<file path="src/rtl/mrx_pkg.sv">
package mrx_pkg;

    // Line symbol as seen on {pos, neg}
    typedef enum logic [1:0] {
        SYM_IDLE = 2'b00,
        SYM_LO   = 2'b01,
        SYM_HI   = 2'b10,
        SYM_BAD  = 2'b11
    } sym_t;

    typedef enum logic [1:0] {
        ST_HUNT  = 2'd0,
        ST_SYNC2 = 2'd1,
        ST_DATA  = 2'd2
    } rx_st_t;

    function automatic logic sym_ok(input sym_t s);
        return (s == SYM_HI) || (s == SYM_LO);
    endfunction

endpackage

</file>
<file path="src/rtl/mrx_line_cond.sv">
module mrx_line_cond
    import mrx_pkg::*;
(
    input  logic clk_i,
    input  logic rst_ni,
    input  logic pos_i,
    input  logic neg_i,
    output sym_t sym_o,
    output logic edge_o
);

    typedef struct packed {
        logic [1:0] meta;
        logic [1:0] cur;
        logic [1:0] prev;
    } lc_t;

    lc_t lc_d, lc_q;

    always_comb begin
        lc_d.meta = {pos_i, neg_i};
        lc_d.cur  = lc_q.meta;
        lc_d.prev = lc_q.cur;
    end

    always_ff @(posedge clk_i or negedge rst_ni) begin
        if (!rst_ni) lc_q <= '0;
        else         lc_q <= lc_d;
    end

    assign sym_o  = sym_t'(lc_q.cur);
    // a clean polarity reversal between two valid symbols
    assign edge_o = ((lc_q.cur == 2'b10) && (lc_q.prev == 2'b01)) ||
                    ((lc_q.cur == 2'b01) && (lc_q.prev == 2'b10));

endmodule

</file>
<file path="src/rtl/mrx_sync_det.sv">
module mrx_sync_det
    import mrx_pkg::*;
#(
    parameter int CNT_W = 6
) (
    input  logic             clk_i,
    input  logic             rst_ni,
    input  logic             hunt_i,
    input  sym_t             sym_i,
    input  logic [CNT_W-1:0] half_i,
    output logic             found_o,
    output logic             cmd_o
);

    typedef struct packed {
        sym_t             lv;
        logic [CNT_W-1:0] rl;
    } sd_t;

    sd_t sd_d, sd_q;
    logic [CNT_W-1:0] win_lo, win_hi;

    assign win_lo = (half_i << 1) + (half_i >> 1);
    assign win_hi = half_i << 2;

    always_comb begin
        sd_d    = sd_q;
        found_o = 1'b0;
        cmd_o   = 1'b0;
        if (!hunt_i || !sym_ok(sym_i)) begin
            sd_d.lv = sym_i;
            sd_d.rl = '0;
        end else if (sym_i == sd_q.lv) begin
            if (sd_q.rl != '1) sd_d.rl = sd_q.rl + 1'b1;
        end else begin
            if (sym_ok(sd_q.lv) && (sd_q.rl >= win_lo) && (sd_q.rl <= win_hi)) begin
                found_o = 1'b1;
                cmd_o   = (sd_q.lv == SYM_HI);
            end
            sd_d.lv = sym_i;
            sd_d.rl = '0;
        end
    end

    always_ff @(posedge clk_i or negedge rst_ni) begin
        if (!rst_ni) begin
            sd_q.lv <= SYM_IDLE;
            sd_q.rl <= '0;
        end else begin
            sd_q <= sd_d;
        end
    end

endmodule

</file>
<file path="src/rtl/mrx_decoder.sv">
module mrx_decoder
    import mrx_pkg::*;
#(
    parameter int HALF_BASE = 6,
    parameter int HALF_STEP = 2,
    parameter int DATA_W    = 16
) (
    input  logic              clk_i,
    input  logic              rst_ni,
    input  logic              rx_en_i,
    input  logic              rx_pos_i,
    input  logic              rx_neg_i,
    input  logic [1:0]        speed_i,
    output logic [DATA_W-1:0] word_o,
    output logic              is_cmd_o,
    output logic              valid_o,
    output logic              man_err_o,
    output logic              par_err_o,
    output logic              cmd_sync_o,
    output logic              data_sync_o
);

    localparam int HALF_MAX = HALF_BASE + 3 * HALF_STEP;
    localparam int CNT_W    = $clog2(4 * HALF_MAX + 2);
    localparam int BIT_W    = $clog2(DATA_W + 2);

    typedef struct packed {
        rx_st_t            st;
        logic [CNT_W-1:0]  cnt;
        logic [BIT_W-1:0]  bitn;
        logic [DATA_W:0]   shf;
        sym_t              first;
        logic              merr;
        logic              typ;
        logic [DATA_W-1:0] word;
        logic              cmd;
        logic              val;
        logic              merr_o;
        logic              perr_o;
        logic              csync;
        logic              dsync;
    } rx_t;

    rx_t r_d, r_q;

    sym_t sym;
    logic edge_s, found, found_cmd, hunt;
    logic [CNT_W-1:0] half, hh, h3_2, h2m1, h3m1;

    assign half = CNT_W'(HALF_BASE) + CNT_W'(HALF_STEP) * CNT_W'(speed_i);
    assign hh   = half >> 1;
    assign h3_2 = half + hh;
    assign h2m1 = (half << 1) - 1'b1;
    assign h3m1 = half + (half << 1) - 1'b1;
    assign hunt = rx_en_i && (r_q.st == ST_HUNT);

    mrx_line_cond u_line (
        .clk_i  (clk_i),
        .rst_ni (rst_ni),
        .pos_i  (rx_pos_i),
        .neg_i  (rx_neg_i),
        .sym_o  (sym),
        .edge_o (edge_s)
    );

    mrx_sync_det #(.CNT_W(CNT_W)) u_sync (
        .clk_i   (clk_i),
        .rst_ni  (rst_ni),
        .hunt_i  (hunt),
        .sym_i   (sym),
        .half_i  (half),
        .found_o (found),
        .cmd_o   (found_cmd)
    );

    always_comb begin
        logic bad;
        bad       = 1'b0;
        r_d       = r_q;
        r_d.val   = 1'b0;
        r_d.csync = 1'b0;
        r_d.dsync = 1'b0;
        if (!rx_en_i) begin
            r_d.st = ST_HUNT;
        end else begin
            case (r_q.st)
                ST_HUNT: begin
                    if (found) begin
                        r_d.st    = ST_SYNC2;
                        r_d.cnt   = CNT_W'(1);
                        r_d.typ   = found_cmd;
                        r_d.csync = found_cmd;
                        r_d.dsync = !found_cmd;
                    end
                end
                ST_SYNC2: begin
                    r_d.cnt = r_q.cnt + 1'b1;
                    if ((r_q.cnt == h3_2) && (sym != (r_q.typ ? SYM_LO : SYM_HI))) begin
                        r_d.st = ST_HUNT;
                    end else if (r_q.cnt == h3m1) begin
                        r_d.st   = ST_DATA;
                        r_d.cnt  = '0;
                        r_d.bitn = '0;
                        r_d.merr = 1'b0;
                    end
                end
                ST_DATA: begin
                    r_d.cnt = (r_q.cnt == h2m1) ? '0 : r_q.cnt + 1'b1;
                    // phase pull-in: a mid-bit edge marks position half
                    if (edge_s && (r_q.cnt > hh) && (r_q.cnt < h3_2))
                        r_d.cnt = half + 1'b1;
                    if (r_q.cnt == hh) r_d.first = sym;
                    if (r_q.cnt == h3_2) begin
                        bad = !sym_ok(r_q.first) || !sym_ok(sym) || (r_q.first == sym);
                        r_d.shf  = {r_q.shf[DATA_W-1:0], r_q.first == SYM_HI};
                        r_d.merr = r_q.merr | bad;
                        r_d.bitn = r_q.bitn + 1'b1;
                        if (r_q.bitn == BIT_W'(DATA_W)) begin
                            r_d.st     = ST_HUNT;
                            r_d.val    = 1'b1;
                            r_d.word   = r_d.shf[DATA_W:1];
                            r_d.cmd    = r_q.typ;
                            r_d.merr_o = r_d.merr;
                            r_d.perr_o = ~^r_d.shf;
                        end
                    end
                end
                default: r_d.st = ST_HUNT;
            endcase
        end
    end

    always_ff @(posedge clk_i or negedge rst_ni) begin
        if (!rst_ni) begin
            r_q       <= '0;
            r_q.st    <= ST_HUNT;
            r_q.first <= SYM_IDLE;
        end else begin
            r_q <= r_d;
        end
    end

    assign word_o      = r_q.word;
    assign is_cmd_o    = r_q.cmd;
    assign valid_o     = r_q.val;
    assign man_err_o   = r_q.merr_o;
    assign par_err_o   = r_q.perr_o;
    assign cmd_sync_o  = r_q.csync;
    assign data_sync_o = r_q.dsync;

endmodule

</file>
<file path="config.mk">
export PLATFORM = sky130hd
export DESIGN_NAME = mrx_decoder
export DESIGN_NICKNAME = d
export VERILOG_FILES = /design/src/rtl/mrx_pkg.sv /design/src/rtl/mrx_line_cond.sv /design/src/rtl/mrx_sync_det.sv /design/src/rtl/mrx_decoder.sv
export SDC_FILE = /design/constraint.sdc
export NUM_CORES = 1
export LEC_CHECK = 0
export BUFFER_PORTS_ARGS = -buffer_cell sky130_fd_sc_hd__buf_2
export CAP_MARGIN = 20
export CORE_UTILIZATION = 55
export CTS_CLUSTER_SIZE = 16
export DETAILED_ROUTE_END_ITERATION = 7
export HOLD_SLACK_MARGIN = 0.1
export PLACE_DENSITY = 0.8
export SYNTH_ARGS = -nofsm -noshare
export SYNTH_HDL_FRONTEND = slang
export SYNTH_SLANG_ARGS = --single-unit
export TNS_END_PERCENT = 20
</file>
<file path="constraint.sdc">
create_clock -name clk_i -period 2.4 [get_ports clk_i]
set_input_delay 0.48 -clock clk_i [delete_from_list [all_inputs] [get_ports clk_i]]
set_output_delay 0.48 -clock clk_i [all_outputs]
set_load 0.005 [all_outputs]
</file>
Word level (Yosys, flattened, before mapping)
Index checks and enable logic that the tools add are counted.

Eq/ne operators: 29. Mux-type cells: 34. Bitwise operators: 1. Reductions and logical operators: 30. $add $sub $neg: 10. $lt $le $gt $ge: 4.

Operators with widths (number): 6-bit two-way mux (4); 22-bit two-way mux (1); 6-bit case mux with 3 select lines (1); 17-bit XNOR reduction (1); 2-bit two-way mux (8); 8-bit two-way mux (2); 13-bit two-way mux (1); 6-bit by 1-bit adder with 6-bit output (second input constant) (2); 6-bit == test (2); 3-bit AND reduction (4); 11-bit two-way mux (1); 2-bit by 1-bit == test with 1-bit output (second input constant) (5); 2-bit == test (second input constant) (5); 5-bit case mux with 2 select lines (1); 1-bit two-way mux (9); 3-bit two-way mux (3); 3-bit inequality test (second input constant) (3); 1-bit logical AND (8); 2-bit inequality test (second input constant) (4); 4-bit AND reduction (2); 1-bit logical OR (7); 4-bit by 5-bit adder with 6-bit output (1); 5-bit by 3-bit adder with 6-bit output (1); 6-bit by 3-bit == test with 1-bit output (1); 27 further kinds (31).

Input port bits: 7. Output and inout bits: 22. Flip-flop bits (word level): 70. Word-level logic and storage cells: 127.

Longest topological paths before layout
Gate-level depths: netlist of the first run.

Depth in word-level cells: 12. Gate-level depth with buffers: 12. Mapped depth without buffers: 10.

By module
Synthesis of the first run repeated with hierarchy kept, for this count alone.

Cells, all modules: 394. Area, all modules: 4202.8 um^2.

Modules (own cells, without submodules): mrx_decoder (sequential area each 1376.3 um^2, instances 1, cells each 297, area an instance 3179.3 um^2); mrx_sync_det (sequential area each 200.2 um^2, instances 1, cells each 86, area an instance 832.0 um^2); mrx_line_cond (sequential area each 150.1 um^2, instances 1, cells each 11, area an instance 191.4 um^2).

Least setup slack after synthesis of the first run
OpenSTA, ideal clock, no wires.

Kind: input port to flip-flop. From: input port speed_i[0]. To: register r_q (netlist bit is_cmd_o). Slack: -0.778 ns. Buffers on the path: 2. Cell stages on the path: 11. Library setup time: 0.125 ns. Data required time: 2.275 ns. Arrival time: 3.053 ns. Path through: inv_1 -> ha_1 -> clkbuf_1 -> inv_1 -> ha_1 -> and4b_1 -> nand2_1 -> or4_1 -> nor2_2 -> buf_4 -> mux2_2.

Word-level cells in the longest chain between the ends: 4.

Ends and longest elaborated chain: start, declared (RTL line mrx_decoder.sv:13) `input logic [1:0] speed_i,`; 3-bit by 3-bit adder with 4-bit output (RTL line mrx_decoder.sv:50) `assign half = CNT_W'(HALF_BASE) + CNT_W'(HALF_STEP) * CNT_W'(speed_i);`; 4-bit by 3-bit adder with 5-bit output (RTL line mrx_decoder.sv:52) `assign h3_2 = half + hh;`; 6-bit by 5-bit == test with 1-bit output (RTL line mrx_decoder.sv:113) `if (r_q.cnt == h3_2) begin`; 4-bit AND reduction (no source line); end signal, assigned (RTL line mrx_decoder.sv:139) `r_q <= r_d;`; end, declared (RTL line mrx_decoder.sv:44) `rx_t r_d, r_q;`.

No other way between the ends. A chain may end at the register's enable or synchronous reset.

Final worst setup path of the first run
From: input port speed_i[0]. To: register r_q (netlist bit word_o[3]).

Same word-level chain as after synthesis.

==> Implementation_results.wiki, run 1 <==
{| class="wikitable"
! Metric !! Value
|-
| P_leak || 0.00244 uW
|-
| Relative slew slack || 64.3%
|-
| Pin slew with the least headroom to its limit || 532 ps
|-
| Critical path required time || 2640 ps
|-
| Area added between synthesis and finish || 23.4%
|-
| Wire length of the first global-routing pass || ~15000 um
|-
| Via count of the first global-routing pass || between 3000 and 4000
|-
| Final net count || approximately 500
|-
| Number of detailed-route iterations in the first pass || 4
|-
| Die boundary height || 88.7 um
|-
| Fmax || 398 MHz
|-
| Synthesis warning total || 0
|-
| Top routing layer used || met4
|-
| Routed wl met2 || 4640 um
|-
| Violation count after the first detailed-route iteration || around 110
|-
| ANT cells || 0
|-
| CTS sink cnt || roughly 70
|-
| Most used standard cell by instance count after synthesis || sky130_fd_sc_hd__dfrtp_1
|-
| Category of the worst setup path capture point || flip-flop
|-
| Failing checks || negative setup slack
|-
| Post-synth top cells || 69 x sky130_fd_sc_hd__dfrtp_1, 36 x sky130_fd_sc_hd__ha_1, 30 x sky130_fd_sc_hd__mux2_2
|-
| Post-synthesis instance area || 0.00413 sq mm
|-
| Overflow after GRT || 0
|-
| WL met3 || approximately 320 um
|-
| Slowest library cell on the worst path || sky130_fd_sc_hd__or4_4
|-
| Final routed DRC violation total || 0
|-
| Pin count of the biggest net entering global routing || 32
|-
| Count of final max-slew check failures || 0
|-
| Largest fanout on the critical path || 16
|-
| Share of the clock period used by the worst path || 105%
|-
| Clk Tree Root Cell || sky130_fd_sc_hd__clkbuf_8
|-
| Synthesized area divided by synthesized cell count || 10.7 sq um
|-
| Crit Path Class || in2reg
|-
| Power per cell area || 662 mW/mm^2
|-
| CTS tree || built
|-
| Net count after synthesis || ~430
|-
| Total setup violations reported at the end of the flow || 20
|-
| Yosys cell types || 58
|-
| Cells taking the most area after synthesis || sky130_fd_sc_hd__dfrtp_1 42%, sky130_fd_sc_hd__ha_1 11%, sky130_fd_sc_hd__mux2_2 8.2%
|-
| Final critical-path required period || about 2500 ps
|-
| Setup repair after global routing missed its margin || yes
|-
| All-Layer GR Usage || 25.1%
|-
| Post-layout total power || 3380 uW
|-
| Core area || a little over 0.007 sq mm
|-
| Crit start category || primary input
|-
| Critical path arrival || 2750 ps
|-
| Critical Path Max Stage Delay || 480 ps
|-
| Async set-reset flop share out of synthesis || between 90% and 100%
|-
| Post-route setup slack || -113 ps
|-
| # port buffers || 28
|-
| Clock buffer count from CTS || 9
|-
| HPWL after detailed placement || 6440 um
|-
| Deepest clock path buffer count || 2
|-
| Met1 Routed Length || 3830 um
|-
| Cells traversed along the worst timing path || buf_8, clkinvlp_4, ha_4, xnor2_2, ha_1, and2_4, nand2_2, or4_4, nor2_4, buf_12, mux2_4
|-
| Via-to-Cell Ratio || 5.57
|-
| Number of I/O pins || 29
|-
| Fraction of post-synthesis cell area in the top cell type by area || 41.8%
|-
| Clock latency on the worst-skew pair || between 300 and 400 ps
|-
| Number of flops mapped to enable cells by yosys || 0
|-
| Die width || 88.7 um
|-
| Std-Cell Rows || 31
|-
| Sequential cell area fraction in the yosys report || 41.8%
|-
| Number of max-capacitance violations reported || 0
|-
| Layout cell share with drive strength beyond 1 || 36.5%
|-
| Minimum setup slack after placement || -604 ps
|-
| Overall die area || around 0.0079 sq mm
|-
| Synthesized netlist cell count || 385
|-
| Vias || 3051
|-
| Routed Antenna Nets || 0
|-
| Top_reg_cell synth || sky130_fd_sc_hd__dfrtp_1
|-
| Flops & latches, synth || 69
|-
| Initial cell density of the core || 56.9%
|-
| Worst clock skew on the final layout || about 14 ps
|-
| Run status || finished with violations
|-
| Initial antenna violation count || 0
|-
| Detailed-route wire length || 8990 um
|-
| WL per Instance || between 15 and 20 um
|-
| Final estimated routing congestion in global placement || 0.886
|-
| Number of H-tree levels || 3
|-
| Clock-pin slew on the worst setup and hold paths || 80 ps
|-
| Total count of hold-check failures in the final report || 0
|-
| Final standard cell utilization of the core || 70.3%
|-
| Worst min path class || in2reg
|-
| Biggest area consumer among synthesized cells || sky130_fd_sc_hd__dfrtp_1
|-
| Worst voltage drop across the vdd grid || 359 uV
|}
[layout make-up]
type / count / area (sq um)
Multi-Input combinational cell: 257 / 2300
Clock buffer: 10 / 138
Fill cell: 499 / 2160
Inverter: 26 / 104
Clock inverter: 6 / 93.8
Sequential cell: 69 / 1730
Tap cell: 99 / 124
Timing Repair Buffer: 81 / 612
[placed cells by master, fill, tap and decap left out, types with 10 or more instances in the layout]
master                     count
sky130_fd_sc_hd__mux2_4       17
sky130_fd_sc_hd__inv_1        23
sky130_fd_sc_hd__o21ai_0      12
sky130_fd_sc_hd__buf_4        45
sky130_fd_sc_hd__dfrtp_1      69
sky130_fd_sc_hd__buf_2        27
sky130_fd_sc_hd__nand2_1      21
sky130_fd_sc_hd__xnor2_1      24
sky130_fd_sc_hd__nor2_1       14
sky130_fd_sc_hd__ha_1         32
sky130_fd_sc_hd__clkbuf_8     10
sky130_fd_sc_hd__mux2_2       17
[what timing repair did]
action                     CTS  global route
pin swaps                    2             5
buffers inserted             5             0
hold buffers                 1             0
hold endpoints to repair    20             0
gates resized for setup     16            17
setup endpoints to repair   30            50
[power by group]
group	switching [uW]	total, uW	internal [uW]
logic	530	989	459
clock network	485	1110	621
registers	59.9	1280	1220
[worst max-delay path: cells and delay by family]
kind	cells	cell delay [ps]
buffers and inverters	3	370
multiplexers	1	320
XOR/XNOR	1	90
adder cells (fa/ha/maj)	2	640
AND/OR/NAND/NOR	4	860
[registers in the layout (all words and copies together), names as in the netlist]
name	count
u_line.sym_o	2
r_q	33
u_line.lc_q	2
u_line.lc_d	2
word_o	16
data_sync_o	1
man_err_o	1
valid_o	1
par_err_o	1
cmd_sync_o	1
u_sync.sd_q	8
is_cmd_o	1
[per-stage QoR]
step | hold WS, ps | instances | cell area [sq um] | TNS (ps)
finish | 238 | 548 | 5100 | -1610
global route | 220 | 548 | 5100 | -3260
CTS | 220 | 548 | 5040 | -670
detailed placement | 335 | 526 | 4690 | -20360
global placement | 334 | 526 | 4690 | -16420
floorplan | 184 | 385 | 4260 | -16440
[final timing paths]
kind	from	to	slack, ps	depth (start not counted)
setup / recovery	speed_i[0]	word_o[3]$_DFFE_PN0P_	-110	11
hold / removal	rx_neg_i	u_line.lc_d[2]$_DFF_PN0_	240	1
setup reg to reg	r_q[50]$_DFFE_PN0P_	word_o[3]$_DFFE_PN0P_	30	7
hold reg to reg	u_line.lc_d[3]$_DFF_PN0_	u_line.sym_o[1]$_DFF_PN0_	350	0
max in group asynchronous	rst_ni	r_q[53]$_DFFE_PN0P_	1140	3
min in group asynchronous	rst_ni	r_q[32]$_DFFE_PN0P_	630	2
[per-layer routing]
metal,vias up,global-route usage [%]
li1,1449,-
met1,1492,28.6
met2,88,45.7
met3,22,5.88
met4,0,9.09
met5,-,0
[cell families (layout without fill, tap and decap cells)]
| kind of cell | Yosys count | after routing | synth area share [%] |
|---|---|---|---|
| AND/OR/NAND/NOR | 88 | 88 | 11.5 |
| multiplexers | 36 | 36 | 9.75 |
| buffers and inverters | 59 | 123 | 7.48 |
| flip-flops | 69 | 69 | 41.8 |
| XOR/XNOR | 33 | 33 | 7.00 |
| AO/OA/AOI/OAI | 64 | 64 | 11.5 |
| adder cells (fa/ha/maj) | 36 | 36 | 10.9 |
Note: power is estimated with default switching activity, not from simulation.
==> inputs of run 2 (changes only) <==
--- a/config.mk
+++ b/config.mk
@@ -12,6 +12,7 @@
 export DETAILED_ROUTE_END_ITERATION = 7
 export HOLD_SLACK_MARGIN = 0.1
 export PLACE_DENSITY = 0.8
+export SETUP_SLACK_MARGIN = 0.05
 export SYNTH_ARGS = -nofsm -noshare
 export SYNTH_HDL_FRONTEND = slang
 export SYNTH_SLANG_ARGS = --single-unit
==> run 2 against run 1 <==
The flow still finishes with violations (negative setup slack). Sequential share of layout area stayed put. First-iteration DRC count is 0.93% higher. Maximum frequency hardly changed. Count of clock-buffer cells in the layout stayed put. Design area stayed put. Final cell count stayed put. Non-clock buffer count stayed put. Power hardly changed. Global-route usage hardly changed. Combinational power hardly changed. Via count is 0.59% lower.
==> Implementation_results.wiki, run 2 (synthesized netlist as in run 1, its figures left out) <==
{| class="wikitable"
! Metric !! Value
|-
| Number of H-tree levels || 3
|-
| Via count of the first global-routing pass || 3174
|-
| Clock latency on the worst-skew pair || 350 ps
|-
| Flip-flop count of the largest register after layout || 33
|-
| Final routed DRC violation total || 0
|-
| Final instance count without filler cells || 548
|-
| Wire length of the first global-routing pass || 14800 um
|-
| Routed Antenna Nets || 0
|-
| Relative slew slack || ~65%
|-
| Share of the clock period used by the worst path || 105%
|-
| Number of detailed-route iterations in the first pass || 4
|-
| Total count of hold-check failures in the final report || 0
|-
| Run status || finished with violations
|-
| Critical path required time || ~2600 ps
|-
| Final estimated routing congestion in global placement || approximately 0.89
|-
| Inst Count DP || between 500 and 600
|-
| HPWL after detailed placement || 6440 um
|-
| Placed inst area || 0.00469 sq mm
|-
| Die width || 88.7 um
|-
| Crit Path Class || in2reg
|-
| Vias || between 3000 and 4000
|-
| Std-Cell Rows || 31
|-
| Critical path arrival || 2750 ps
|-
| Initial antenna violation count || 0
|-
| Layout cell share with drive strength beyond 1 || roughly 37%
|-
| Cell-internal power || roughly 2300 uW
|-
| Deepest clock path buffer count || 2
|-
| CTS sink cnt || 69
|-
| WL per Instance || 16.3 um
|-
| Number of I/O pins || 29
|-
| Failing checks || negative setup slack
|-
| Detailed-route wire length || 8940 um
|-
| Pin slew with the least headroom to its limit || 516 ps
|-
| Violation count after the first detailed-route iteration || 108
|-
| Crit start category || primary input
|-
| Power per cell area || roughly 660 mW/mm^2
|-
| Overall die area || 0.00786 sq mm
|-
| Clock-pin slew on the worst setup and hold paths || 80 ps
|-
| Clk Tree Root Cell || sky130_fd_sc_hd__clkbuf_8
|-
| Post-layout total power || 3370 uW
|-
| Worst voltage drop across the vdd grid || 358 uV
|-
| Final critical-path required period || 2510 ps
|-
| Clock Power Share || 32.7%
|-
| Overflow after GRT || 0
|-
| Total setup violations reported at the end of the flow || 20
|-
| Die boundary height || 88.7 um
|-
| # fillers || between 400 and 500
|-
| Post-route setup slack || -112 ps
|-
| Area added between synthesis and finish || 23.4%
|-
| Via-to-Cell Ratio || 5.53
|-
| Worst min path class || in2reg
|-
| Largest fanout on the critical path || 16
|-
| Sequential share of power || 38.0%
|-
| Count of final max-slew check failures || 0
|-
| # port buffers || 28
|-
| Combinational group share of total power || a little under 30%
|-
| Minimum setup slack after placement || -604 ps
|-
| Core area || between 0.007 and 0.008 sq mm
|-
| ANT cells || 0
|-
| Worst clock skew on the final layout || 13.7 ps
|-
| Largest register by flop count || r_q
|-
| Category of the worst setup path capture point || flip-flop
|-
| Number of max-capacitance violations reported || 0
|-
| P_leak || between 0.002 and 0.0025 uW
|-
| Final net count || 487
|-
| Initial cell density of the core || 56.9%
|-
| Pin count of the biggest net entering global routing || 32
|-
| CTS tree || built
|-
| Fmax || 398 MHz
|-
| Clock buffer count from CTS || 9
|-
| Switching Power || around 1100 uW
|-
| Final std cell area, no fill || 0.00510 sq mm
|-
| Switching Share || 31.8%
|-
| Commonest non-fill, non-tap cell in the layout || sky130_fd_sc_hd__dfrtp_1
|-
| Leading cell types in the layout, fill and taps excluded || 69 x sky130_fd_sc_hd__dfrtp_1, 45 x sky130_fd_sc_hd__buf_4, 32 x sky130_fd_sc_hd__ha_1, 27 x sky130_fd_sc_hd__buf_2, 24 x sky130_fd_sc_hd__xnor2_1
|-
| Setup repair after global routing missed its margin || yes
|-
| All-Layer GR Usage || between 20% and 30%
|}
run 2: cell counts in the layout (fill, tap and decap cells not counted):
Identical to the previous run, type by type.
run 2: worst paths after layout:
path                                           from                        end  slack, ps  cells after the start
setup / recovery                         speed_i[0]      word_o[3]$_DFFE_PN0P_       -110                     11
hold / removal                             rx_neg_i   u_line.lc_d[2]$_DFF_PN0_        240                      1
setup reg to reg                r_q[50]$_DFFE_PN0P_      word_o[3]$_DFFE_PN0P_         30                      7
hold reg to reg            u_line.lc_d[3]$_DFF_PN0_  u_line.sym_o[1]$_DFF_PN0_        350                      0
max in group asynchronous                    rst_ni        r_q[53]$_DFFE_PN0P_       1150                      3
min in group asynchronous                    rst_ni        r_q[32]$_DFFE_PN0P_        630                      2
run 2: cell type report:
class                   count  area, sq um  share of cell area, %
clock inverters             6         93.8                   1.84
well taps                  99          124                   2.43
multi-input cells         257         2300                   45.1
flip-flops and latches     69         1730                   33.9
clock buffers              10          138                   2.70
repair buffers             81          612                   12.0
inverters                  26          104                   2.04
run 2: layer usage:
| metal | up-vias | GRT usage (%) | share of wire [%] |
|---|---|---|---|
| met5 | - | 0 | 0 |
| met4 | 0 | 9.09 | 2.0 |
| met3 | 20 | 5.88 | 3.5 |
| met2 | 83 | 45.7 | 52 |
| met1 | 1480 | 28.7 | 42 |
| li1 | 1450 | - | - |
run 2: critical path, stage by stage:
cell,delay (ps)
sky130_fd_sc_hd__buf_8,80
sky130_fd_sc_hd__clkinvlp_4,100
sky130_fd_sc_hd__ha_4,330
sky130_fd_sc_hd__xnor2_2,90
sky130_fd_sc_hd__ha_1,300
sky130_fd_sc_hd__and2_4,150
sky130_fd_sc_hd__nand2_2,60
sky130_fd_sc_hd__or4_4,470
sky130_fd_sc_hd__nor2_4,170
sky130_fd_sc_hd__buf_12,190
sky130_fd_sc_hd__mux2_4,320
run 2: metrics by stage:
step                      hold WS (ps)  utilization (%)  TNS [ps]
final                              239             70.3     -1610
after floorplan                    184                -    -16440
after CTS                          220             69.5      -670
after detailed placement           335             64.7    -20360
after global routing               220             70.3     -3260
after global placement             334             64.7    -16420
run 2: repair_timing:
| action | 4_1_cts | 5_1_grt |
|---|---|---|
| endpoints found under the setup margin | 34 | 51 |
| gates resized for setup | 18 | 15 |
| setup buffers | 5 | 0 |
| hold endpoints to repair | 20 | 0 |
| pin swaps | 2 | 6 |
| cloned | 0 | 0 |
| hold buffers | 1 | 0 |
run 2: power groups by stage:
stage	clock network [uW]	registers [uW]	logic (uW)
2_1_floorplan	0	1290	570
3_3_place_gp	0	1300	853
3_5_place_dp	0	1300	882
4_1_cts	1140	1280	936
5_1_grt	1180	1290	1080
6_report	1100	1280	987
